===== config.mk =====
export PLATFORM = sky130hd
export DESIGN_NAME = wordalu_top
export DESIGN_NICKNAME = d
export VERILOG_FILES = /design/src/rtl/wordalu_pkg.sv /design/src/rtl/wordalu_arith.sv /design/src/rtl/wordalu_divider.sv /design/src/rtl/wordalu_logic.sv /design/src/rtl/wordalu_top.sv
export SDC_FILE = /design/constraint.sdc
export NUM_CORES = 1
export LEC_CHECK = 0
export BUFFER_PORTS_ARGS = -buffer_cell sky130_fd_sc_hd__buf_2
export CORE_MARGIN = 4
export CORE_UTILIZATION = 51
export DETAILED_ROUTE_END_ITERATION = 10
export GPL_TIMING_DRIVEN = 0
export PLACE_DENSITY = 0.7
export SLEW_MARGIN = 5
export SYNTH_ARGS = -nofsm -noshare
export SYNTH_HDL_FRONTEND = slang
export SYNTH_SLANG_ARGS = --single-unit
export TNS_END_PERCENT = 50

===== constraint.sdc =====
create_clock -name clk -period 67.6 [get_ports clk]
set_input_delay 10.14 -clock clk [delete_from_list [all_inputs] [get_ports clk]]
set_output_delay 10.14 -clock clk [all_outputs]
set_load 0.01 [all_outputs]

===== src/rtl/wordalu_pkg.sv =====
package wordalu_pkg;
  typedef enum logic [3:0] {
    OP_ADD = 4'd0,
    OP_SUB = 4'd1,
    OP_MUL = 4'd2,
    OP_DIV = 4'd3,
    OP_AND = 4'd4,
    OP_OR  = 4'd5,
    OP_NOT = 4'd6,
    OP_SHL = 4'd7,
    OP_SHR = 4'd8,
    OP_EQ  = 4'd9,
    OP_GT  = 4'd10
  } alu_op_e;
endpackage


===== src/rtl/wordalu_arith.sv =====
module wordalu_arith #(
  parameter int W = 16
) (
  input  logic [W-1:0] a,
  input  logic [W-1:0] b,
  output logic [W-1:0] add_res,
  output logic         add_carry,
  output logic [W-1:0] sub_res,
  output logic         sub_borrow,
  output logic [W-1:0] mul_lo,
  output logic [W-1:0] mul_hi
);
  logic [W:0]     sum_x;
  logic [W:0]     dif_x;
  logic [2*W-1:0] prod;

  always_comb begin
    sum_x = {1'b0, a} + {1'b0, b};
    dif_x = {1'b0, a} - {1'b0, b};
    prod  = a * b;
  end

  assign add_res    = sum_x[W-1:0];
  assign add_carry  = sum_x[W];
  assign sub_res    = dif_x[W-1:0];
  assign sub_borrow = dif_x[W];
  assign mul_lo     = prod[W-1:0];
  assign mul_hi     = prod[2*W-1:W];
endmodule


===== src/rtl/wordalu_divider.sv =====
// Unrolled restoring divider: one compare/subtract step per quotient bit.
// A zero divisor falls out naturally as all-ones quotient, remainder = dividend.
module wordalu_divider #(
  parameter int W = 16
) (
  input  logic [W-1:0] dividend,
  input  logic [W-1:0] divisor,
  output logic [W-1:0] quot,
  output logic [W-1:0] rem
);
  logic [W:0]   part;
  logic [W-1:0] q;

  always_comb begin
    part = '0;
    q    = '0;
    for (int i = W - 1; i >= 0; i--) begin
      part = {part[W-1:0], dividend[i]};
      if (part >= {1'b0, divisor}) begin
        part = part - {1'b0, divisor};
        q[i] = 1'b1;
      end
    end
  end

  assign quot = q;
  assign rem  = part[W-1:0];
endmodule


===== src/rtl/wordalu_logic.sv =====
module wordalu_logic #(
  parameter int W = 16
) (
  input  logic [W-1:0] a,
  input  logic [W-1:0] b,
  output logic [W-1:0] and_res,
  output logic [W-1:0] or_res,
  output logic [W-1:0] not_res,
  output logic [W-1:0] shl_res,
  output logic [W-1:0] shr_res,
  output logic [W-1:0] eq_res,
  output logic [W-1:0] gt_res
);
  localparam int SHW = $clog2(W);
  localparam logic [W-1:0] LIMIT = W[W-1:0];

  logic over;

  assign over    = (b >= LIMIT);
  assign and_res = a & b;
  assign or_res  = a | b;
  assign not_res = ~a;
  assign shl_res = over ? '0 : (a << b[SHW-1:0]);
  assign shr_res = over ? '0 : (a >> b[SHW-1:0]);
  assign eq_res  = (a == b) ? '1 : '0;
  assign gt_res  = (a > b)  ? '1 : '0;
endmodule


===== src/rtl/wordalu_top.sv =====
module wordalu_top
  import wordalu_pkg::*;
#(
  parameter int W  = 16,
  parameter int OW = 4
) (
  input  logic          clk,
  input  logic          rst,
  input  logic          in_valid,
  input  logic [OW-1:0] op,
  input  logic [W-1:0]  lhs,
  input  logic [W-1:0]  rhs,
  output logic [W-1:0]  res,
  output logic [W-1:0]  aux,
  output logic          res_valid,
  output logic          div_zero_err
);
  logic [W-1:0] add_r, sub_r, mul_lo, mul_hi, quot, rem;
  logic         add_c, sub_b;
  logic [W-1:0] and_r, or_r, not_r, shl_r, shr_r, eq_r, gt_r;

  logic [W-1:0] nxt_res, nxt_aux;
  logic         aux_we, dz;

  wordalu_arith #(.W(W)) u_arith (
    .a(lhs), .b(rhs),
    .add_res(add_r), .add_carry(add_c),
    .sub_res(sub_r), .sub_borrow(sub_b),
    .mul_lo(mul_lo), .mul_hi(mul_hi)
  );

  wordalu_divider #(.W(W)) u_div (
    .dividend(lhs), .divisor(rhs), .quot(quot), .rem(rem)
  );

  wordalu_logic #(.W(W)) u_logic (
    .a(lhs), .b(rhs),
    .and_res(and_r), .or_res(or_r), .not_res(not_r),
    .shl_res(shl_r), .shr_res(shr_r), .eq_res(eq_r), .gt_res(gt_r)
  );

  always_comb begin
    nxt_res = '0;
    nxt_aux = aux;
    aux_we  = 1'b0;
    dz      = 1'b0;
    case (alu_op_e'(op[3:0]))
      OP_ADD: begin nxt_res = add_r; nxt_aux = W'(add_c); aux_we = 1'b1; end
      OP_SUB: begin nxt_res = sub_r; nxt_aux = W'(sub_b); aux_we = 1'b1; end
      OP_MUL: begin nxt_res = mul_lo; nxt_aux = mul_hi; aux_we = 1'b1; end
      OP_DIV: begin
        dz      = (rhs == '0);
        nxt_res = dz ? '1 : quot;
        nxt_aux = dz ? lhs : rem;
        aux_we  = 1'b1;
      end
      OP_AND: nxt_res = and_r;
      OP_OR:  nxt_res = or_r;
      OP_NOT: nxt_res = not_r;
      OP_SHL: nxt_res = shl_r;
      OP_SHR: nxt_res = shr_r;
      OP_EQ:  nxt_res = eq_r;
      OP_GT:  nxt_res = gt_r;
      default: nxt_res = '0;
    endcase
  end

  always_ff @(posedge clk) begin
    if (rst) begin
      res          <= '0;
      aux          <= '0;
      res_valid    <= 1'b0;
      div_zero_err <= 1'b0;
    end else begin
      res_valid    <= in_valid;
      div_zero_err <= in_valid & dz;
      if (in_valid) begin
        res <= nxt_res;
        if (aux_we) aux <= nxt_aux;
      end
    end
  end
endmodule


==> results of run 1 <==
stage by stage:
step                TNS, ns  cell area (um^2)  total power (uW)
finish                    0             28000              1390
detailed placement   -45.14             27400              1320
global placement     -61.54             27300              1300
floorplan                 0             26100              1010
CTS                       0             27600              1360
global route          -1.06             28000              1510
layout make-up:
class                      instances  share of cell area [%]
timing repair buffer              99                    2.31
sequential                        34                    2.43
inverter                         419                    5.62
tap                              672                    3.00
clock buffer                       6                   0.496
buffer                           113                    1.90
clock inverter                     2                  0.0447
antenna                            3                  0.0268
multi-input combinational       2880                    84.2
sequential cells by signal, indices dropped and copies added, names as in the netlist:
signal        cells
div_zero_err      1
aux              16
res_valid         1
res              16
layout by cell type (no fill, tap or decap), drive strengths merged, types with 26 or more instances in the layout:
master / Yosys / layout
a21oi: 226 / 226
a211oi: 32 / 32
nor2: 337 / 337
nand2b: 26 / 26
buf: 27 / 124
nand2: 354 / 354
o21a: 35 / 35
xor2: 55 / 55
inv: 411 / 410
fa: 211 / 211
mux2i: 29 / 29
dfxtp: 34 / 34
nor2b: 36 / 36
ha: 408 / 408
xnor2: 120 / 120
mux2: 141 / 141
o21bai: 30 / 30
nand4: 50 / 50
clkbuf: 93 / 94
o21ai: 224 / 224
a221oi: 31 / 31
nor3: 60 / 60
a21boi: 30 / 30
nand3: 39 / 39
a21o: 86 / 86
critical path, delay by kind of cell:
kind / cells / cell delay, ns
AND/OR/NAND/NOR: 36 / 5.55
AO/OA/AOI/OAI: 163 / 32.43
buffers and inverters: 27 / 5.91
adder cells (fa/ha/maj): 17 / 5.50
multiplexers: 13 / 4.56
routing by layer:
| layer | routed length, um | track usage [%] |
|---|---|---|
| met1 | 38700 | 45.6 |
| met2 | 40100 | 51.8 |
| met3 | 9310 | 5.53 |
| met4 | 4430 | 12.2 |
| met5 | 22 | 0 |
logic make-up after synthesis:
logic type,Yosys count
fa+ha+maj,619
mux,170
xor+xnor,175
simple gates,1003
compound gates,913
flops,34
buf+inv,539
power by group:
group / internal, uW / switching, uW / total [uW]
Sequential: 21.7 / 1.60 / 23.3
Clock: 14.6 / 9.41 / 24.0
Combinational: 578 / 761 / 1340
repair_timing:
| item | CTS | global route |
|---|---|---|
| buffers inserted | 0 | 24 |
| pin swaps | 0 | 7 |
| setup endpoints to repair | 17 | 18 |
| hold buffers | 0 | 0 |
| resized for setup | 16 | 98 |
| endpoints found under the hold margin | 0 | 0 |
worst max path at each step:
stage | cells past startpoint | slack (ns) | end
final | 256 | 3.49 | aux[10]
after global routing | 260 | -0.19 | aux[0]
after floorplan | 258 | 7.36 | aux[10]
after CTS | 264 | 0.07 | aux[0]
after global placement | 257 | -3.74 | aux[1]
after detailed placement | 261 | -2.78 | aux[10]
==> summary.json, run 1 <==
{
  "hold-worst-slack_ns": 0.464,
  "postLayoutSetupSlackWorst_ns": 3.49,
  "post_synth_inst_count": 3453,
  "area_of_the_multi_input_gates_um2": 23600,
  "clock_insertion_delay_worst_skew_ns": 0.28,
  "route.vias.total": 26400,
  "start_util_pct": 51.8,
  "fmax_mhz": 15.6,
  "setup.worst_path.end_class": "flop",
  "finish.cell_count_without_fillers": 4228,
  "net_count_reported_at_finish": 4210,
  "regToRegEndpoint": "aux[2]",
  "hpwl_mm": 73.0,
  "yosys-mux-area-fraction_pct": 7.29,
  "yosys.area_share.xor_xnor_pct": 5.88,
  "hold_start": "res[2]",
  "design.portCount": 73,
  "final-max-slew-violation-count": 0,
  "drt_iter0_markers": 2756,
  "synth_cell_types": 97,
  "worst_setup_path_startpoint": "lhs[15]",
  "antenna_violations_before_repair": 6,
  "finalWeightedCongestion": 1.07,
  "nFillCells": 4871,
  "grt_max_degree": 38,
  "max-clock-path-buffers": 2,
  "synth_top_area_share_pct": 19.6,
  "async_reset_ff_share_pct": 0,
  "cts_made_buffers": 5,
  "die_height_um": 234,
  "synth_enable_flop_cells": 0,
  "crit_type": "in2reg",
  "synth_top_family_by_area": "adder cells",
  "ys_seq_area_share_pct": 2.61,
  "pre_cts_ws_ns": -2.78,
  "placeableCoreArea_um2": 50400,
  "floorplan.die_area_um2": 54800,
  "top_count_cell_post_synth": "sky130_fd_sc_hd__inv_1",
  "drcViolationCount": 0,
  "timing.final.hold_violations": 0,
  "grt_util_all_layers_pct": 33.0,
  "final.period_utilization_pct": 94.8,
  "timing.critical_path.slowest_cell_delay_ns": 0.61,
  "max_cap_violations": 0,
  "register_area_um2": 681,
  "worst-endpoint-required_ns": 67.74,
  "placed_cells_incl_taps": 4200,
  "synth.net_count": 4111,
  "critPathSlowestCell": "sky130_fd_sc_hd__buf_1",
  "worst_pin_slew_ns": 1.35,
  "route.final.wire_length_mm": 92.5,
  "worst_ir_drop_vdd_mv": 0.170,
  "rrSetupSlack_ns": 66.35,
  "fin_worst_skew_ns": 0,
  "worst_r2r_startpoint": "aux[2]",
  "ctsRootBufferMaster": "sky130_fd_sc_hd__clkbuf_16",
  "ys_ff_latch": 34,
  "cts_tree": "yes",
  "hold_path_depth": 2,
  "clock_sinks": 34,
  "ys.flop_type": "sky130_fd_sc_hd__dfxtp_1",
  "synth_warnings": 0,
  "global_route.overflow_total": 0,
  "timing.critical_path.arrival_ns": 64.25,
  "port_buffers": 70,
  "synth_area_per_cell_um2": 7.55,
  "path_max_fanout": 13,
  "slew_headroom_pct": 9.42,
  "global_route_wire_length_before_repair_mm": 142,
  "hold_path_end": "res[2]",
  "detail_route.wl_per_cell_um": 21.9,
  "grt_pass1_vias": 24800,
  "route.antenna.remaining_nets": 0,
  "power_per_cell_area_nw_per_um2": 49.5,
  "synthesis.area_um2": 26100,
  "setup_viol": 0,
  "synth.largest_area_cell": "sky130_fd_sc_hd__ha_1",
  "r2r.worst_path.cells": 4,
  "dieWidth_um": 234,
  "status": "finished, final reports clean",
  "worstHoldPathType": "reg2reg",
  "yosys.area_share.adder_pct": 35.8,
  "layout-area-overhead-vs-synth_pct": 7.36,
  "post_synth_most_frequent_cells": "sky130_fd_sc_hd__inv_1, sky130_fd_sc_hd__ha_1, sky130_fd_sc_hd__nand2_1",
  "post_route_cells_drive_above_1_share_pct": 9.91,
  "timing.final.crit_period_ns": 64.11,
  "cpMostUsedCell": "sky130_fd_sc_hd__o21ai_0",
  "post-route-util_pct": 55.6,
  "synth_compound_area_share_pct": 23.3,
  "vias_per_cell": 6.25,
  "path_clk_slew_ns": 0.06,
  "power.leakage_uw": 0.0135,
  "start_kind": "input port",
  "synth_simple_gate_area_share_pct": 17.3,
  "synth.area.top_cells": "sky130_fd_sc_hd__ha_1, sky130_fd_sc_hd__fa_1, sky130_fd_sc_hd__inv_1, sky130_fd_sc_hd__mux2_2, sky130_fd_sc_hd__nand2_1",
  "core.rowCount": 82,
  "firstDrtPassIters": 6,
  "htree_levels": 2
}
(Power assumes the default switching activity.)
==> inputs of run 2 (changes only) <==
--- a/config.mk
+++ b/config.mk
@@ -11,6 +11,7 @@
 export DETAILED_ROUTE_END_ITERATION = 10
 export GPL_TIMING_DRIVEN = 0
 export PLACE_DENSITY = 0.7
+export RECOVER_POWER = 100
 export SLEW_MARGIN = 5
 export SYNTH_ARGS = -nofsm -noshare
 export SYNTH_HDL_FRONTEND = slang
==> summary.json, run 2 (synthesis gave the netlist of run 1 again) <==
{
  "reg.largest.list": "aux (16), res (16)",
  "drt_iter0_markers": {"value": 2802, "change": "+1.7%"},
  "grt_util_all_layers": {"value": 33.0, "unit": "%", "change": "unchanged"},
  "postLayoutSetupSlackWorst": {"value": 3.59, "unit": "ns", "change": "+0.105 ns"},
  "grt_max_degree": {"value": 38, "change": "unchanged"},
  "critPathSlowestCell": "sky130_fd_sc_hd__clkbuf_1",
  "post_route_cells_drive_above_1_share": {"value": 8.87, "unit": "%", "change": "-1.0 points"},
  "timing.critical_path.arrival": {"value": 64.14, "unit": "ns", "change": "-0.11 ns"},
  "final-max-slew-violation-count": {"value": 4, "change": "+4"},
  "hpwl": {"value": 73.0, "unit": "mm", "change": "unchanged"},
  "drcViolationCount": {"value": 0, "change": "unchanged"},
  "port_buffers": {"value": 70, "change": "unchanged"},
  "fin_tns_setup": {"value": 0, "unit": "ns", "change": "unchanged"},
  "clock_insertion_delay_worst_skew": {"value": 0.28, "unit": "ns", "change": "about the same"},
  "detail_route.wl_per_cell": {"value": 21.9, "unit": "um", "change": "+0.26%"},
  "cpMostUsedCell": "sky130_fd_sc_hd__o21ai_0",
  "route.vias.total": {"value": 26400, "change": "+0.12%"},
  "worst_setup_path_startpoint": "lhs[15]",
  "design.portCount": {"value": 73, "change": "unchanged"},
  "global_route_wire_length_before_repair": {"value": 142, "unit": "mm", "change": "unchanged"},
  "route.antenna.remaining_nets": {"value": 0, "change": "unchanged"},
  "r2r.worst_path.cells": {"value": 4, "change": "unchanged"},
  "fin_worst_skew": {"value": 0, "unit": "ns", "change": "unchanged"},
  "timing.final.hold_violations": {"value": 0, "change": "unchanged"},
  "crit_type": "in2reg",
  "worstHoldPathType": "reg2reg",
  "clock_sinks": {"value": 34, "change": "unchanged"},
  "dieWidth": {"value": 234, "unit": "um", "change": "unchanged"},
  "cts_made_buffers": {"value": 5, "change": "unchanged"},
  "finalWeightedCongestion": {"value": 1.07, "change": "unchanged"},
  "layout.cells.most_common": "sky130_fd_sc_hd__ha_1",
  "power.leakage": {"value": 0.0133, "unit": "uW", "change": "-1.1%"},
  "power_per_cell_area": {"value": 49.6, "unit": "nW/um^2", "change": "+0.15%"},
  "global_route.overflow_total": {"value": 0, "change": "unchanged"},
  "violated_checks": "max-capacitance violations, max-slew violations",
  "vias_per_cell": {"value": 6.26, "change": "+0.15%"},
  "worst_ir_drop_vdd": {"value": 0.173, "unit": "mV", "change": "+1.6%"},
  "htree_levels": {"value": 2, "change": "unchanged"},
  "net_count_reported_at_finish": {"value": 4210, "change": "unchanged"},
  "cts_hold_buffers": {"value": 0, "change": "unchanged"},
  "max_cap_violations": {"value": 1, "change": "+1"},
  "register_area": {"value": 681, "unit": "um^2", "change": "unchanged"},
  "hold_path_depth": {"value": 2, "change": "unchanged"},
  "path_max_fanout": {"value": 13, "change": "unchanged"},
  "worst-endpoint-required": {"value": 67.74, "unit": "ns", "change": "about the same"},
  "final.period_utilization": {"value": 94.7, "unit": "%", "change": "-0.16 points"},
  "route.final.wire_length": {"value": 92.7, "unit": "mm", "change": "+0.23%"},
  "worst_pin_slew": {"value": 1.56, "unit": "ns", "change": "+0.210 ns"},
  "start_util": {"value": 51.8, "unit": "%", "change": "unchanged"},
  "cts_tree": "yes",
  "setup.worst_path.end_class": "flop",
  "slew_headroom": {"value": -4.97, "unit": "%", "change": "-14 points"},
  "timing.critical_path.slowest_cell_delay": {"value": 0.62, "unit": "ns", "change": "about the same"},
  "layout-area-overhead-vs-synth_pct": 7.15,
  "hold_start": "res[2]",
  "start_kind": "input port",
  "die_height": {"value": 234, "unit": "um", "change": "unchanged"},
  "core.rowCount": {"value": 82, "change": "unchanged"},
  "ctsRootBufferMaster": "sky130_fd_sc_hd__clkbuf_16",
  "status": "finished, violations left",
  "pre_cts_ws": {"value": -2.78, "unit": "ns", "change": "unchanged"},
  "placeableCoreArea": {"value": 50400, "unit": "um^2", "change": "unchanged"},
  "floorplan.die_area": {"value": 54800, "unit": "um^2", "change": "unchanged"},
  "area_of_the_multi_input_gates": {"value": 23600, "unit": "um^2", "change": "about the same"},
  "fmax": {"value": 15.6, "unit": "MHz", "change": "+0.16%"},
  "grt_pass1_vias": {"value": 24800, "change": "unchanged"},
  "timing.final.crit_period": {"value": 64.01, "unit": "ns", "change": "-0.105 ns"},
  "firstDrtPassIters": {"value": 7, "change": "+1"},
  "final_cell_mix": "sky130_fd_sc_hd__ha_1, sky130_fd_sc_hd__inv_1, sky130_fd_sc_hd__nand2_1, sky130_fd_sc_hd__nor2_1, sky130_fd_sc_hd__a21oi_1",
  "nFillCells": {"value": 4889, "change": "+0.37%"},
  "worst_r2r_startpoint": "aux[2]",
  "antenna_violations_before_repair": {"value": 6, "change": "unchanged"},
  "setup_viol": {"value": 0, "change": "unchanged"},
  "path_clk_slew": {"value": 0.06, "unit": "ns", "change": "about the same"},
  "max-clock-path-buffers": {"value": 2, "change": "unchanged"}
}
-- run 2: timing repair --
action,4_1_cts,5_1_grt
hold endpoints to repair,0,0
setup endpoints to repair,17,18
resized for setup,16,98
pin swaps,0,7
setup buffers,0,24
-- run 2: final timing paths --
path,slack [ns],endpoint
worst min register to register,0.46,res[2]
worst min-delay path,0.46,res[2]
worst max-delay path,3.59,aux[10]
worst max register to register,66.35,aux[2]
-- run 2: power by group --
group	internal, uW	switching, uW	total (uW)
logic	577	761	1340
registers	21.7	1.65	23.3
clock network	14.6	9.44	24.0
total	614	772	1390
-- run 2: worst max-delay path: cells and delay by family --
kind            cells  cell delay (ns)
fa+ha+maj          17             5.58
simple gates       34             5.37
compound gates    162            32.31
mux                14             4.92
buf+inv            25             5.71
-- run 2: cell type report --
class	count	area share (%)
clock inverter	2	0.0448
sequential	34	2.44
multi-input combinational	2880	84.3
buffer	113	1.90
clock buffer	6	0.497
antenna	2	0.0179
tap	672	3.01
timing repair buffer	99	2.15
inverter	419	5.63
-- run 2: metal layers --
metal	wire length, um	vias to the layer above	share of wire (%)	GRT usage, %
met5	35	-	0.038	0
met3	9130	279	9.8	5.53
met2	40000	1333	43	51.8
met4	4590	6	4.9	12.2
li1	-	12300	-	-
met1	39000	12500	42	45.6
-- run 2: through the flow --
stage          total power (uW)  std cells  area, um^2  hold slack (ns)  utilization [%]
2_1_floorplan              1010       3453       26100            0.476                -
3_3_place_gp               1300       4195       27300            0.444             54.1
3_5_place_dp               1320       4200       27400            0.448             54.4
4_1_cts                    1360       4207       27600            0.466             54.7
5_1_grt                    1510       4226       27900            0.495             55.5
6_report                   1390       4227       27900            0.464             55.5
